--- config.mk ---
export PLATFORM = sky130hd
export DESIGN_NAME = optprot_ctrl
export DESIGN_NICKNAME = d
export VERILOG_FILES = /design/src/rtl/optprot_pkg.sv /design/src/rtl/optprot_loader.sv /design/src/rtl/optprot_intrusion.sv /design/src/rtl/optprot_cmdgate.sv /design/src/rtl/optprot_ctrl.sv
export SDC_FILE = /design/constraint.sdc
export NUM_CORES = 1
export LEC_CHECK = 0
export BUFFER_PORTS_ARGS = -buffer_cell sky130_fd_sc_hd__buf_2
export CORE_UTILIZATION = 35
export DETAILED_ROUTE_END_ITERATION = 7
export GPL_TIMING_DRIVEN = 0
export PLACE_DENSITY_LB_ADDON = 0.05
export SLEW_MARGIN = 5
export SYNTH_ARGS = -nofsm -noshare
export SYNTH_HDL_FRONTEND = slang
export SYNTH_SLANG_ARGS = --single-unit
export TNS_END_PERCENT = 10
--- constraint.sdc ---
create_clock -name clk -period 2.4 [get_ports clk]
set_input_delay 0.24 -clock clk [delete_from_list [all_inputs] [get_ports clk]]
set_output_delay 0.24 -clock clk [all_outputs]
set_load 0.05 [all_outputs]
--- src/rtl/optprot_pkg.sv ---
package optprot_pkg;
  typedef enum logic [2:0] {
    OP_READ     = 3'd0,
    OP_FETCH    = 3'd1,
    OP_PROG     = 3'd2,
    OP_PERASE   = 3'd3,
    OP_OPTPROG  = 3'd4,
    OP_OPTERASE = 3'd5,
    OP_MASS     = 3'd6,
    OP_RSVD     = 3'd7
  } op_e;

  localparam logic [7:0]  RDP_OPEN_CODE = 8'hA5;
  localparam logic [15:0] ERASED_WORD   = 16'hFFFF;
endpackage

--- src/rtl/optprot_loader.sv ---
module optprot_loader #(
  parameter int NWORDS   = 8,
  parameter int NREG     = 32,
  parameter int WP_FIRST = 4,
  parameter int RDP_WORD = 0,
  localparam int IDXW    = $clog2(NWORDS),
  localparam int WPBYTES = NREG / 8
) (
  input  logic            clk,
  input  logic            rst,
  output logic [IDXW-1:0] opt_raddr,
  input  logic [15:0]     opt_rdata,
  output logic            load_done,
  output logic            opt_fault,
  output logic            rdp_active,
  output logic [NREG-1:0] wp_mask
);
  import optprot_pkg::*;

  logic [7:0]      optb [NWORDS];
  logic [IDXW-1:0] idx;
  logic            ph;
  logic            fin;
  logic            bad;
  logic            word_ok;
  logic [NREG-1:0] wp_next;

  assign opt_raddr = idx;
  assign word_ok   = (opt_rdata[15:8] == ~opt_rdata[7:0]) || (opt_rdata == ERASED_WORD);

  for (genvar b = 0; b < WPBYTES; b++) begin : g_wp
    assign wp_next[b*8 +: 8] = optb[WP_FIRST+b];
  end

  always_ff @(posedge clk) begin
    if (rst) begin
      idx        <= '0;
      ph         <= 1'b0;
      fin        <= 1'b0;
      bad        <= 1'b0;
      load_done  <= 1'b0;
      opt_fault  <= 1'b0;
      rdp_active <= 1'b1;
      wp_mask    <= '0;
      for (int i = 0; i < NWORDS; i++) optb[i] <= 8'hFF;
    end else if (fin) begin
      fin <= 1'b0;
      if (bad) begin
        opt_fault <= 1'b1;
      end else begin
        load_done  <= 1'b1;
        rdp_active <= (optb[RDP_WORD] != RDP_OPEN_CODE);
        wp_mask    <= wp_next;
      end
    end else if (!load_done && !opt_fault) begin
      ph <= ~ph;
      if (ph) begin
        optb[idx] <= opt_rdata[7:0];
        if (!word_ok) bad <= 1'b1;
        if (idx == IDXW'(NWORDS-1)) fin <= 1'b1;
        else                        idx <= idx + 1'b1;
      end
    end
  end

  p_fault_sticky_r2: assert property (@(posedge clk) disable iff (rst)
    opt_fault |=> opt_fault && !load_done);

  p_frozen_r5: assert property (@(posedge clk) disable iff (rst)
    (load_done && $past(load_done)) |-> ($stable(rdp_active) && $stable(wp_mask)));

  p_full_prot_r1: assert property (@(posedge clk) disable iff (rst)
    !load_done |-> (rdp_active && wp_mask == '0));
endmodule

--- src/rtl/optprot_intrusion.sv ---
module optprot_intrusion (
  input  logic clk,
  input  logic rst,
  input  logic dbg_attached,
  output logic intrusion
);
  always_ff @(posedge clk) begin
    if (rst)               intrusion <= dbg_attached;
    else if (dbg_attached) intrusion <= 1'b1;
  end

  p_intr_sticky_r6: assert property (@(posedge clk) disable iff (rst)
    intrusion |=> intrusion);

  p_intr_set_r6: assert property (@(posedge clk) disable iff (rst)
    dbg_attached |=> intrusion);
endmodule

--- src/rtl/optprot_cmdgate.sv ---
module optprot_cmdgate #(
  parameter int              AW           = 32,
  parameter int              NREG         = 32,
  parameter int              REGION_SHIFT = 14,
  parameter int              IDXW         = 3,
  parameter logic [AW-1:0]   MAIN_BASE    = 32'h0800_0000,
  localparam int             RW           = $clog2(NREG),
  localparam logic [AW-1:0]  MAIN_SPAN    = AW'(NREG) << REGION_SHIFT
) (
  input  logic            clk,
  input  logic            rst,
  input  logic            run,
  input  logic            rdp_active,
  input  logic            gated,
  input  logic [NREG-1:0] wp_mask,
  input  logic            cmd_valid,
  output logic            cmd_ready,
  input  logic [2:0]      cmd_op,
  input  logic [AW-1:0]   cmd_addr,
  input  logic [15:0]     cmd_data,
  output logic            fwd_valid,
  output logic [2:0]      fwd_op,
  output logic [AW-1:0]   fwd_addr,
  output logic [15:0]     fwd_data,
  output logic            rsp_done,
  output logic            rsp_err
);
  import optprot_pkg::*;

  op_e            op;
  logic [AW-1:0]  offset;
  logic           in_main;
  logic [RW-1:0]  region;
  logic           wr_locked;
  logic           rej;
  logic           mass_first;
  logic           pend;
  logic [AW-1:0]  held_addr;
  logic [15:0]    held_data;
  logic           accept;

  assign op        = op_e'(cmd_op);
  assign offset    = cmd_addr - MAIN_BASE;
  assign in_main   = offset < MAIN_SPAN;
  assign region    = offset[REGION_SHIFT +: RW];
  assign wr_locked = in_main && !wp_mask[region];
  assign cmd_ready = run && !pend;
  assign accept    = cmd_valid && cmd_ready;

  always_comb begin
    rej        = 1'b0;
    mass_first = 1'b0;
    case (op)
      OP_READ, OP_FETCH: rej = gated;
      OP_PROG:           rej = wr_locked || cmd_addr[0];
      OP_PERASE:         rej = wr_locked;
      OP_OPTPROG:        rej = 1'b0;
      OP_OPTERASE:       mass_first = rdp_active && (cmd_addr[IDXW:1] == '0);
      default:           rej = 1'b1;
    endcase
  end

  always_ff @(posedge clk) begin
    if (rst) begin
      pend      <= 1'b0;
      held_addr <= '0;
      held_data <= '0;
      fwd_valid <= 1'b0;
      fwd_op    <= '0;
      fwd_addr  <= '0;
      fwd_data  <= '0;
      rsp_done  <= 1'b0;
      rsp_err   <= 1'b0;
    end else begin
      fwd_valid <= 1'b0;
      rsp_done  <= 1'b0;
      rsp_err   <= 1'b0;
      if (pend) begin
        pend      <= 1'b0;
        fwd_valid <= 1'b1;
        fwd_op    <= OP_OPTERASE;
        fwd_addr  <= held_addr;
        fwd_data  <= held_data;
        rsp_done  <= 1'b1;
      end else if (accept) begin
        if (rej) begin
          rsp_done <= 1'b1;
          rsp_err  <= 1'b1;
        end else if (mass_first) begin
          pend      <= 1'b1;
          held_addr <= cmd_addr;
          held_data <= cmd_data;
          fwd_valid <= 1'b1;
          fwd_op    <= OP_MASS;
          fwd_addr  <= MAIN_BASE;
          fwd_data  <= '0;
        end else begin
          fwd_valid <= 1'b1;
          fwd_op    <= cmd_op;
          fwd_addr  <= cmd_addr;
          fwd_data  <= (op == OP_OPTPROG) ? {~cmd_data[7:0], cmd_data[7:0]} : cmd_data;
          rsp_done  <= 1'b1;
        end
      end
    end
  end

  p_blocked_read_r7: assert property (@(posedge clk) disable iff (rst)
    (accept && (op == OP_READ || op == OP_FETCH) && gated) |=> (rsp_err && !fwd_valid));

  p_locked_write_r8: assert property (@(posedge clk) disable iff (rst)
    (accept && (op == OP_PROG || op == OP_PERASE) && wr_locked) |=> (rsp_err && !fwd_valid));

  p_opt_inverse_r9: assert property (@(posedge clk) disable iff (rst)
    (fwd_valid && fwd_op == OP_OPTPROG) |-> (fwd_data[15:8] == ~fwd_data[7:0]));

  p_mass_then_opt_r10: assert property (@(posedge clk) disable iff (rst)
    (fwd_valid && fwd_op == OP_MASS) |=> (fwd_valid && fwd_op == OP_OPTERASE && rsp_done));

  p_err_no_fwd_r11: assert property (@(posedge clk) disable iff (rst)
    rsp_err |-> (rsp_done && !fwd_valid));
endmodule

--- src/rtl/optprot_ctrl.sv ---
module optprot_ctrl #(
  parameter int            AW           = 32,
  parameter int            NWORDS       = 8,
  parameter int            NREG         = 32,
  parameter int            REGION_SHIFT = 14,
  parameter int            WP_FIRST     = 4,
  parameter logic [AW-1:0] MAIN_BASE    = 32'h0800_0000,
  localparam int           IDXW         = $clog2(NWORDS)
) (
  input  logic            clk,
  input  logic            rst,
  input  logic            dbg_attached,
  output logic [IDXW-1:0] opt_raddr,
  input  logic [15:0]     opt_rdata,
  input  logic            cmd_valid,
  output logic            cmd_ready,
  input  logic [2:0]      cmd_op,
  input  logic [AW-1:0]   cmd_addr,
  input  logic [15:0]     cmd_data,
  output logic            fwd_valid,
  output logic [2:0]      fwd_op,
  output logic [AW-1:0]   fwd_addr,
  output logic [15:0]     fwd_data,
  output logic            rsp_done,
  output logic            rsp_err,
  output logic            load_done,
  output logic            opt_fault,
  output logic            rdp_active,
  output logic            intrusion,
  output logic            flash_gated,
  output logic [NREG-1:0] wp_mask
);
  optprot_loader #(.NWORDS(NWORDS), .NREG(NREG), .WP_FIRST(WP_FIRST), .RDP_WORD(0)) u_loader (
    .clk(clk), .rst(rst), .opt_raddr(opt_raddr), .opt_rdata(opt_rdata),
    .load_done(load_done), .opt_fault(opt_fault), .rdp_active(rdp_active), .wp_mask(wp_mask)
  );

  optprot_intrusion u_intr (
    .clk(clk), .rst(rst), .dbg_attached(dbg_attached), .intrusion(intrusion)
  );

  assign flash_gated = rdp_active && intrusion;

  optprot_cmdgate #(.AW(AW), .NREG(NREG), .REGION_SHIFT(REGION_SHIFT), .IDXW(IDXW),
                    .MAIN_BASE(MAIN_BASE)) u_gate (
    .clk(clk), .rst(rst), .run(load_done), .rdp_active(rdp_active), .gated(flash_gated),
    .wp_mask(wp_mask), .cmd_valid(cmd_valid), .cmd_ready(cmd_ready), .cmd_op(cmd_op),
    .cmd_addr(cmd_addr), .cmd_data(cmd_data), .fwd_valid(fwd_valid), .fwd_op(fwd_op),
    .fwd_addr(fwd_addr), .fwd_data(fwd_data), .rsp_done(rsp_done), .rsp_err(rsp_err)
  );

  p_ready_needs_load_r1: assert property (@(posedge clk) disable iff (rst)
    cmd_ready |-> load_done);
endmodule

==> metrics.txt, run 1 <==
worst vdd ir=0.3370 mV; layout cells sized above 1=27.22%; crit-path max cell delay=between 400 and 500 ps; GRT Util Overall=between 20% and 30%; ANT nets after route=0; Max-cap violations=0; Seq/Total Area, Yosys=46.59%; Lkg Pwr=4.008 nW; Rows=57; PwrDens=slightly above 600 nW/µm²; top-area cell type share of the netlist area=32.64%; RSZ-0062 raised after global routing=true; most frequent CP cell=a21oi_1; Final Hold Fails=0; # IOs=166; cts bufs inserted=17; post-DP HPWL=22450 µm; Vias/cell=approximately 5.2; unique cell type count in the Yosys netlist=62; DR pass1 iterations=5; Final Wtd Congestion=0.8417; FF-to-FF path depth=7; Clock Pin Slew Worst Setup and Hold Paths=roughly 80 ps; Final Critical Period=approximately 2300 ps; Die Ht=160.8 µm; EDFF count, synth=41; Mean Syn Cell Area=9.020 µm²; nets@finish=about 1200; top post-synthesis cells by area=dfxtp_1 33%, edfxtp_1 14%, nand2_1 9.1%; Die Area=25870 µm²; WS Path Type=flip-flop to flip-flop; CP Launch Type=flip-flop; Post-Syn Area=roughly 8800 µm²; Post-synth ARST share=0%; DRT iter0 DRCs=492; Post-Layout Cell Count=around 1500; Worst-Margin Slew=839.1 ps; gr ovfl total=0; status=finished, final reports clean; CP cell instances=and3b_1, o22ai_2, and2_1, clkbuf_1, a21oi_1, a21oi_1, o22ai_1; Max-slew headroom=44.06%; CTS Hold Buffers Added=0; Multi-input gate area=4259 µm²; first-pass GRT wire length=45650 µm; #FFs+latches synth=around 190; hold depth=3; Skew-Pair Late Insertion Delay=between 400 and 500 ps; Top FF cell, synth=dfxtp_1; final setup skew=15.77 ps; initial antenna violation count=0; Synth top cells by count=214 x nand2_1, 144 x dfxtp_1, 105 x a21oi_1, 56 x clkbuf_1, 45 x nor2_1; most common cell in the synthesized netlist=nand2_1; Mapped Cells=979; CTS Sinks=185; clk buf depth=2; CTS root buf=clkbuf_16; Finished Cell Area=roughly 11000 µm²; P&R area growth vs syn=21.45%; Cell Area, Placed=10050 µm²; YS warnings=0; vias in the first global route=7365; final setup vio count=0; Placed Cells=1463; Worst Path Max Fanout=10; Antenna diodes=0; Port-buffer cells=160; CTS H-tree depth=4; core area=~25000 µm²; WP data required=2700 ps; Tcrit/Tclk final=96.75%; Starting Density=about 36%; filler instances=about 2500; Worst Path Arrival=2620 ps; leading area contributor after synthesis=dfxtp_1; DRT Wirelength=between 30000 and 40000 µm; DR WL/cell=20.19 µm; CP max stage cell=clkbuf_1; CTS tree=done; Register Area=4114 µm²; drt drc=0; CP Capture Type=flip-flop; Max Freq=430.7 MHz; largest net degree at the start of global routing=22; HP Class=primary input to flip-flop; via count=7832; count of pins over their slew limit=0; Net Count, Synth=1053; Die Span X=160.8 µm
## worst max-delay path, delay by kind of cell (launching register included)
family	cells	cell delay (ps)
buffers and inverters	1	480
DFF	1	460
AOI/OAI and AO/OA	4	830
and+or+nand+nor	2	420
## where the power goes
| group | switching (W) | internal [W] | total, W |
|---|---|---|---|
| Combinational | 0.000332 | 0.000153 | 0.000485 |
| Sequential | 0.0000110 | 0.00318 | 0.00320 |
| Clock | 0.00149 | 0.00143 | 0.00292 |
## kinds of logic after synthesis
group	Yosys count	share of synthesized area [%]
AOI/OAI and AO/OA	269	22.54
xor gates and xnor gates	11	1.091
adders and majority gates	3	0.4251
buffers and inverters	96	5.696
DFF	185	46.59
muxes	23	2.890
and+or+nand+nor	392	20.77
## through the flow
stage / setup slack (ps) / hold WS [ps] / power, W / TNS, ps / utilization, %
2_1_floorplan: -41.82 / 376.0 / 0.003530 / -463.5 / -
3_3_place_gp: -438.3 / 440.3 / 0.003750 / -23060 / 40.94
3_5_place_dp: -449.8 / 443.4 / 0.003750 / -19010 / 40.97
4_1_cts: 26.38 / 30.76 / 0.006659 / 0 / 43.57
5_1_grt: -73.67 / 51.25 / 0.006833 / -1183 / 43.72
6_report: 78.03 / 48.95 / 0.006599 / 0 / 43.72
## what timing repair did
| action | 4_1_cts | 5_1_grt |
|---|---|---|
| endpoints found under the setup margin | 88 | 74 |
| gates resized for setup | 10 | 9 |
| pin swaps | 0 | 1 |
| buffers inserted | 0 | 1 |
## per-layer routing
layer,part of all wire (%),track usage (%),vias up
li1,-,-,3847
met1,45,31.54,3716
met2,48,39.07,243
met3,5.0,3.280,26
met4,1.7,7.118,0
met5,0,0,-
## layout make-up
| cell class | instances | share of cell area [%] |
|---|---|---|
| plain buffers | 83 | 4.386 |
| clock buffers | 17 | 3.966 |
| clock inverters | 15 | 1.808 |
| inverters | 13 | 0.4550 |
| multi-input cells | 698 | 39.71 |
| flip-flops and latches | 185 | 38.36 |
| well taps | 324 | 3.780 |
| repair buffers | 161 | 7.536 |
## placed cells by master, fill, tap and decap left out, drive strengths merged, types with 4 or more instances in the layout
cell type and n:
nor2 45, inv 19, dfxtp 144, o31ai 6, a31oi 16, clkinv 9, nand4 18, o211a 8
a22oi 4, edfxtp 41, or2 26, o211ai 7, and3 6, mux2i 21, a221oi 27, buf 186
nand3 27, o22ai 9, a211oi 23, a21o 18, nor4 5, nor2b 6, a21oi 105, or3 8
nand2b 12, xnor2 10, clkbuf 75, and2 13, o21ai 34, nand2 214
## sequential cells by signal, indices dropped and copies added (netlist names), 3 cells and up
register and cells:
u_loader.optb 40, u_gate.fwd_addr 32, u_gate.held_addr 32, u_loader.wp_mask 32
u_gate.fwd_data 16, u_gate.held_data 16, u_gate.fwd_op 3, u_loader.opt_raddr 3
## path summary, 6_finish.rpt
check	slack, ps	to	from
setup / recovery	80	u_gate.fwd_data[8]$_SDFFE_PP0P_	u_intr.intrusion$_SDFFCE_PN1P_
hold / removal	50	u_gate.held_addr[7]$_SDFFE_PP0P_	cmd_addr[7]
setup reg to reg	80	u_gate.fwd_data[8]$_SDFFE_PP0P_	u_intr.intrusion$_SDFFCE_PN1P_
hold reg to reg	450	u_gate.held_addr[9]$_SDFFE_PP0P_	u_gate.held_addr[9]$_SDFFE_PP0P_
Power figures use the tool's default switching activity.
==> inputs of run 2 (changes only) <==
- PLACE_DENSITY: default -> 0.58
- PLACE_DENSITY_LB_ADDON: 0.05 -> default
==> run 2 against run 1 <==
  * Critical path type unchanged
  * Clock skew is 3.7 ps higher
  * Global-route usage shrank 1.1 points
  * Final cell count unchanged
  * Critical endpoint is now u_gate.fwd_data[15]$_SDFFE_PP0P_
==> metrics.txt, run 2 (same netlist as run 1, synthesis figures left out) <==
status=finished, final reports clean; Port-buffer cells=160 (unchanged); dpl ws=-416.4 ps (+33.42 ps); Multi-input gate area=4285 µm² (+0.62%); Post-Layout Cell Count=1496 (unchanged); initial antenna violation count=0 (unchanged); nets@finish=1233 (unchanged); Worst-Margin Slew=837.1 ps (-1.956 ps); P&R area growth vs syn=21.71%; HP Class=primary input to flip-flop; CP Capture Type=flip-flop; Max-cap violations=0 (unchanged); Die Area=25870 µm² (unchanged); Vias/cell=5.341 (+2.0%); DRT Wirelength=28830 µm (-4.6%); DRT iter0 DRCs=479 (-2.6%); worst vdd ir=0.4894 mV (+45%); Final Wtd Congestion=0.8836 (+5.0%); Fin Setup TNS=0 ps (unchanged); ANT nets after route=0 (unchanged); Die Ht=160.8 µm (unchanged); Antenna diodes=0 (unchanged); Placed Cells=1463 (unchanged); internal power=0.004773 W (+0.17%); DR pass1 iterations=7 (+2); max reg flops=40 (unchanged); CTS Sinks=185 (unchanged); cts bufs inserted=17 (unchanged); commonest non-fill, non-tap cells in the layout=211 x nand2_1, 174 x buf_2, 144 x dfxtp_1; final setup skew=19.49 ps (+3.719 ps); drt drc=0 (unchanged); Starting Density=36.00% (unchanged); core area=24530 µm² (unchanged); first-pass GRT wire length=44330 µm (-2.9%); Worst Path Arrival=2700 ps (+80 ps); Lkg Pwr=4.010 nW (about the same); PwrDens=614.7 nW/µm² (about the same); clk buf depth=2 (unchanged); CTS root buf=clkbuf_16; most common cell after layout, fill and taps aside=nand2_1; CTS tree=done; combinational power share=7.4% (about the same); Skew-Pair Late Insertion Delay=450 ps (about the same); final setup vio count=0 (unchanged); net load switching power=0.001834 W (about the same); Net Sw Frac=27.76% (-0.038 points); Seq pwr share=48.4% (about the same); post-DP HPWL=21250 µm (-5.3%); GRT Util Overall=22.44% (-1.1 points); DR WL/cell=19.27 µm (-4.6%); RSZ-0062 raised after global routing=true; Register Area=4114 µm² (unchanged); count of pins over their slew limit=0 (unchanged); via count=7990 (+2.0%); CTS H-tree depth=4 (unchanged); Clock Pin Slew Worst Setup and Hold Paths=80 ps (about the same); vias in the first global route=7662 (+4.0%); gr ovfl total=0 (unchanged); layout cells sized above 1=27.47% (+0.26 points); Die Span X=160.8 µm (unchanged); Top reg by flops=u_loader.optb; Worst Path Max Fanout=10 (unchanged); Final Critical Period=2322 ps (-0.1111 ps); WP data required=2780 ps (+80 ps); final core occ=43.81% (+0.092 points); filler instances=2454 (-3.5%); largest net degree at the start of global routing=22 (unchanged); WS Path Type=flip-flop to flip-flop; CP Launch Type=flip-flop; Final Hold Fails=0 (unchanged); # IOs=166 (unchanged); fin worst setup slack=78.14 ps (+0.1111 ps); Tcrit/Tclk final=96.74% (about the same); Max-slew headroom=44.19% (+0.13 points); Rows=57 (unchanged); Max Freq=430.7 MHz (about the same); clock share of power=44.2% (about the same)
run 2: cell count changes in the layout (fill, tap and decap cells not counted), sizes merged:
cell      change
inv           +1
buf           +3
clkbuf        -3
clkinvlp      +1
clkinv        -2
run 2: per-layer routing:
layer | share of wire (%) | track usage [%]
met5 | 0 | 0
met4 | 2.3 | 7.676
met3 | 7.1 | 5.114
met2 | 47 | 36.48
met1 | 44 | 29.18
run 2: timing repair:
item,4_1_cts,5_1_grt
setup endpoints to repair,87,87
setup buffers,0,1
pin swaps,0,2
resized for setup,9,15
hold buffers,0,0
run 2: critical path, stage by stage (launching register included):
cell and delay (ps):
dfxtp_1 430, and4b_1 290, nand2_1 120, clkbuf_1 390
clkbuf_1 460, o21ai_0 180, a2bb2oi_1 190, a21oi_1 70
o22ai_1 130
run 2: final timing paths:
path	start	end	slack, ps	depth (start not counted)
setup / recovery	u_loader.rdp_active$_SDFFE_PP1P_	u_gate.fwd_data[15]$_SDFFE_PP0P_	80	8
hold / removal	cmd_data[10]	u_gate.held_data[10]$_SDFFE_PP0P_	30	3
hold reg to reg	u_gate.held_addr[9]$_SDFFE_PP0P_	u_gate.held_addr[9]$_SDFFE_PP0P_	450	2
setup reg to reg	u_loader.rdp_active$_SDFFE_PP1P_	u_gate.fwd_data[15]$_SDFFE_PP0P_	80	8
run 2: per-stage QoR:
step | instance area (µm²) | total power, W | hold slack, ps
floorplan | 8838 | 0.003530 | 376.0
global placement | 10040 | 0.003741 | 438.2
detailed placement | 10050 | 0.003744 | 443.2
CTS | 10690 | 0.006634 | 22.72
global route | 10750 | 0.006805 | 37.43
finish | 10750 | 0.006607 | 31.76
run 2: layout make-up:
| type | instances | share of cell area, % |
|---|---|---|
| Clock inverter | 15 | 1.816 |
| Sequential cell | 185 | 38.28 |
| Tap cell | 324 | 3.772 |
| Timing Repair Buffer | 161 | 7.520 |
| Inverter | 13 | 0.4540 |
| Clock buffer | 17 | 3.958 |
| Buffer | 83 | 4.331 |
| Multi-Input combinational cell | 698 | 39.87 |
run 2: power by group through the flow:
| stage | combinational (W) | sequential [W] | clock, W |
|---|---|---|---|
| finish | 0.000491 | 0.00320 | 0.00292 |
| global route | 0.000523 | 0.00320 | 0.00308 |
| CTS | 0.000477 | 0.00320 | 0.00296 |
| detailed placement | 0.000473 | 0.00327 | 0 |
| global placement | 0.000471 | 0.00327 | 0 |
| floorplan | 0.000247 | 0.00328 | 0 |
==> inputs of run 3 (changes only) <==
- ABC_AREA: default -> 1
==> run 3 against run 2 <==
  * Clock power fell by 4%
  * Final cell count rose by 4.1%
  * Register-to-register slack improved by 190 ps
  * Clock skew fell by 7.6 ps
  * Design area fell by 7.8%
  * Power fell by 3.2%
  * Critical path type unchanged
  * Largest power group unchanged
  * Highest routed layer unchanged
==> metrics.txt, run 3 <==
status=finished, final reports clean; unique cell type count in the Yosys netlist=28 (-55%); Worst-Margin Slew=708.4 ps (-128.7 ps); cts bufs inserted=17 (unchanged); filler instances=2412 (-1.7%); Port-buffer cells=162 (+1.3%); Max-slew headroom=52.46% (+8.3 points); DR WL/cell=15.26 µm (-21%); # IOs=166 (unchanged); Post-synth ARST share=0% (unchanged); final core occ=43.64% (-0.17 points); HP Class=primary input to flip-flop; Worst Path Max Fanout=10 (unchanged); Mapped Cells=1078 (+10%); final setup skew=11.93 ps (-7.558 ps); commonest non-fill, non-tap cells in the layout=186 x nand2_1, 168 x buf_2, 165 x inv_1; CTS root buf=clkbuf_16; Fin Hold WS=65.22 ps (+33.46 ps); DR pass1 iterations=5 (-2); Worst Path Arrival=2440 ps (-260 ps); CP max stage cell=dfxtp_1; EDFF count, synth=41 (unchanged); Die Ht=154.6 µm (-3.9%); YS warnings=0 (unchanged); wl on met1=11440 µm (-9.4%); #FFs+latches synth=185 (unchanged); Final Wtd Congestion=0.8538 (-3.4%); Rows=55 (-3.5%); WS Path Type=flip-flop to flip-flop; final setup vio count=0 (unchanged); post-DP HPWL=18180 µm (-14%); Final Hold Fails=0 (unchanged); hold depth=3 (unchanged); DRT iter0 DRCs=451 (-5.8%); worst path buffer plus inverter count=4 (+2); vias in the first global route=6934 (-9.5%); WP depth=9 (+1); top-area cell type share of the netlist area=35.39% (+2.7 points); most common cell in the synthesized netlist=nand2_1; WHS Endpoint=u_intr.intrusion$_SDFFCE_PN1P_; Mean Syn Cell Area=7.557 µm² (-16%); GRT Util Overall=20.22% (-2.2 points); drt drc=0 (unchanged); Die Area=23890 µm² (-7.7%); Worst Hold Launch=dbg_attached; Synth top cells by count=186 x nand2_1, 164 x inv_1, 144 x dfxtp_1, 142 x a21oi_1, 106 x o21ai_0; Net Count, Synth=1152 (+9.4%); CP Launch Type=flip-flop; Max-cap violations=0 (unchanged); met3 WL=930 µm (-55%); WP data required=2700 ps (-80 ps); Post-Syn Area=8147 µm² (-7.8%); worst vdd ir=0.3401 mV (-31%); initial antenna violation count=1 (+1); Die Span X=154.6 µm (-3.9%); Clock Pin Slew Worst Setup and Hold Paths=70 ps (about the same); DR WL met2=10950 µm (-19%); Top FF cell, synth=dfxtp_1; RR Startpoint=u_loader.rdp_active$_SDFFE_PP1P_; first-pass GRT wire length=37330 µm (-16%); reg2reg end=u_gate.held_data[14]$_SDFFE_PP0P_; CTS Sinks=185 (unchanged); most common cell after layout, fill and taps aside=nand2_1; FF-to-FF path depth=9 (+1); core area=22710 µm² (-7.4%); Final Critical Period=2137 ps (-185.1 ps); Top reg by flops=u_loader.optb; gr ovfl total=0 (unchanged); max reg flops=40 (unchanged); Max Freq=468.0 MHz (+8.7%); CTS tree=done; CP Capture Type=flip-flop; count of pins over their slew limit=0 (unchanged); DRT Wirelength=23780 µm (-18%); top layer in use=met4; top post-synthesis cells by area=dfxtp_1 35%, edfxtp_1 15%, a21oi_1 8.7%; nets@finish=1333 (+8.1%); most frequent CP cell=inv_1; leading area contributor after synthesis=dfxtp_1; layout cells sized above 1=18.24% (-9.2 points); P&R area growth vs syn=21.64% (about the same); CTS H-tree depth=4 (unchanged); Vias/cell=4.829 (-9.6%); Lkg Pwr=4.363 nW (+8.8%); Skew-Pair Late Insertion Delay=440 ps (about the same); Starting Density=35.87% (-0.12 points); RSZ-0062 raised after global routing=false; via count=7523 (-5.8%); PwrDens=645.5 nW/µm² (+5.0%); cell family with most CP delay=buffers and inverters; ANT nets after route=0 (unchanged); largest net degree at the start of global routing=17 (-23%); R2R setup slack=260 ps (+190 ps); CP cell instances=nand4_1, nor4_2, inv_1, nor2_2, inv_1, clkbuf_1, clkbuf_2, o21ai_0, a21oi_1; Setup Fix Bufs, Post-CTS=0 (unchanged); clk buf depth=2 (unchanged); Tcrit/Tclk final=89.03% (-7.7 points); crit-path max cell delay=440 ps (-20 ps); Seq/Total Area, Yosys=50.50% (+3.9 points)
-- run 3: cell count changes in the layout (fill, tap and decap cells not counted), moves of 21 or more --
cell and change:
o21ai_0 +78, nand3_1 +54, a221oi_2 -22, a21oi_1 +37, mux2i_1 -21, o22ai_1 +24, nand2_1 -25, nor2_1 +35
inv_1 +153, or2_2 -22
-- run 3: through the flow --
step / power, W / instance area, µm² / setup TNS [ps] / std cells / setup WS (ps)
2_1_floorplan: 0.003496 / 8149 / 0 / 1078 / 177.9
3_3_place_gp: 0.003667 / 9316 / -2718 / 1525 / -186.8
3_5_place_dp: 0.003666 / 9316 / -2812 / 1525 / -197.5
4_1_cts: 0.006430 / 9896 / 0 / 1557 / 44.63
5_1_grt: 0.006599 / 9910 / 0 / 1558 / 26.57
6_report: 0.006396 / 9910 / 0 / 1558 / 263.2
-- run 3: how the worst max path moves through the flow --
| stage | startpoint | endpoint | slack, ps |
|---|---|---|---|
| final | u_loader.rdp_active$_SDFFE_PP1P_ | u_gate.held_data[14]$_SDFFE_PP0P_ | 260 |
| after global routing | u_loader.rdp_active$_SDFFE_PP1P_ | u_gate.held_addr[4]$_SDFFE_PP0P_ | 30 |
| after floorplan | u_loader.load_done$_SDFFE_PP0P_ | u_gate.held_addr[4]$_SDFFE_PP0P_ | 180 |
| after CTS | u_loader.rdp_active$_SDFFE_PP1P_ | u_gate.held_data[13]$_SDFFE_PP0P_ | 40 |
| after global placement | rst | u_loader.optb[4][6]$_SDFFCE_PN1P_ | -190 |
| after detailed placement | rst | u_loader.optb[4][6]$_SDFFCE_PN1P_ | -200 |
-- run 3: power by group --
part | internal (W) | switching (W)
logic | 0.000128 | 0.000274
registers | 0.00319 | 0.00000890
clock network | 0.00153 | 0.00127
total | 0.00484 | 0.00155
-- run 3: final cells by class --
| class | count | area, µm² | share of cell area (%) |
|---|---|---|---|
| inverters | 169 | 636.9 | 6.427 |
| flip-flops and latches | 185 | 4114 | 41.52 |
| plain buffers | 69 | 347.8 | 3.510 |
| clock inverters | 12 | 111.4 | 1.124 |
| clock buffers | 20 | 467.9 | 4.722 |
| well taps | 285 | 356.6 | 3.598 |
| repair buffers | 162 | 810.8 | 8.182 |
| diodes | 1 | 2.502 | 0.02525 |
| multi-input cells | 655 | 3062 | 30.90 |
-- run 3: logic make-up after synthesis --
group	Yosys count	share of synthesized area, %
simple gates	373	19.32
flops	185	50.50
fa+ha+maj	3	0.4608
compound gates	279	17.66
buf+inv	238	12.06
-- run 3: metal layers --
metal / GRT usage (%) / vias up
li1: - / 3870
met1: 27.39 / 3430
met2: 33.03 / 197
met3: 2.858 / 26
met4: 6.884 / 0
met5: 0 / -
-- run 3: worst min-delay path, delay by kind of cell --
kind	cells	cell delay, ps
buffers and inverters	2	120
AND/OR/NAND/NOR	1	40
-- run 3: timing repair --
action / CTS / global route
hold buffers: 0 / 0
gates resized for setup: 0 / 7
endpoints found under the setup margin: 0 / 54
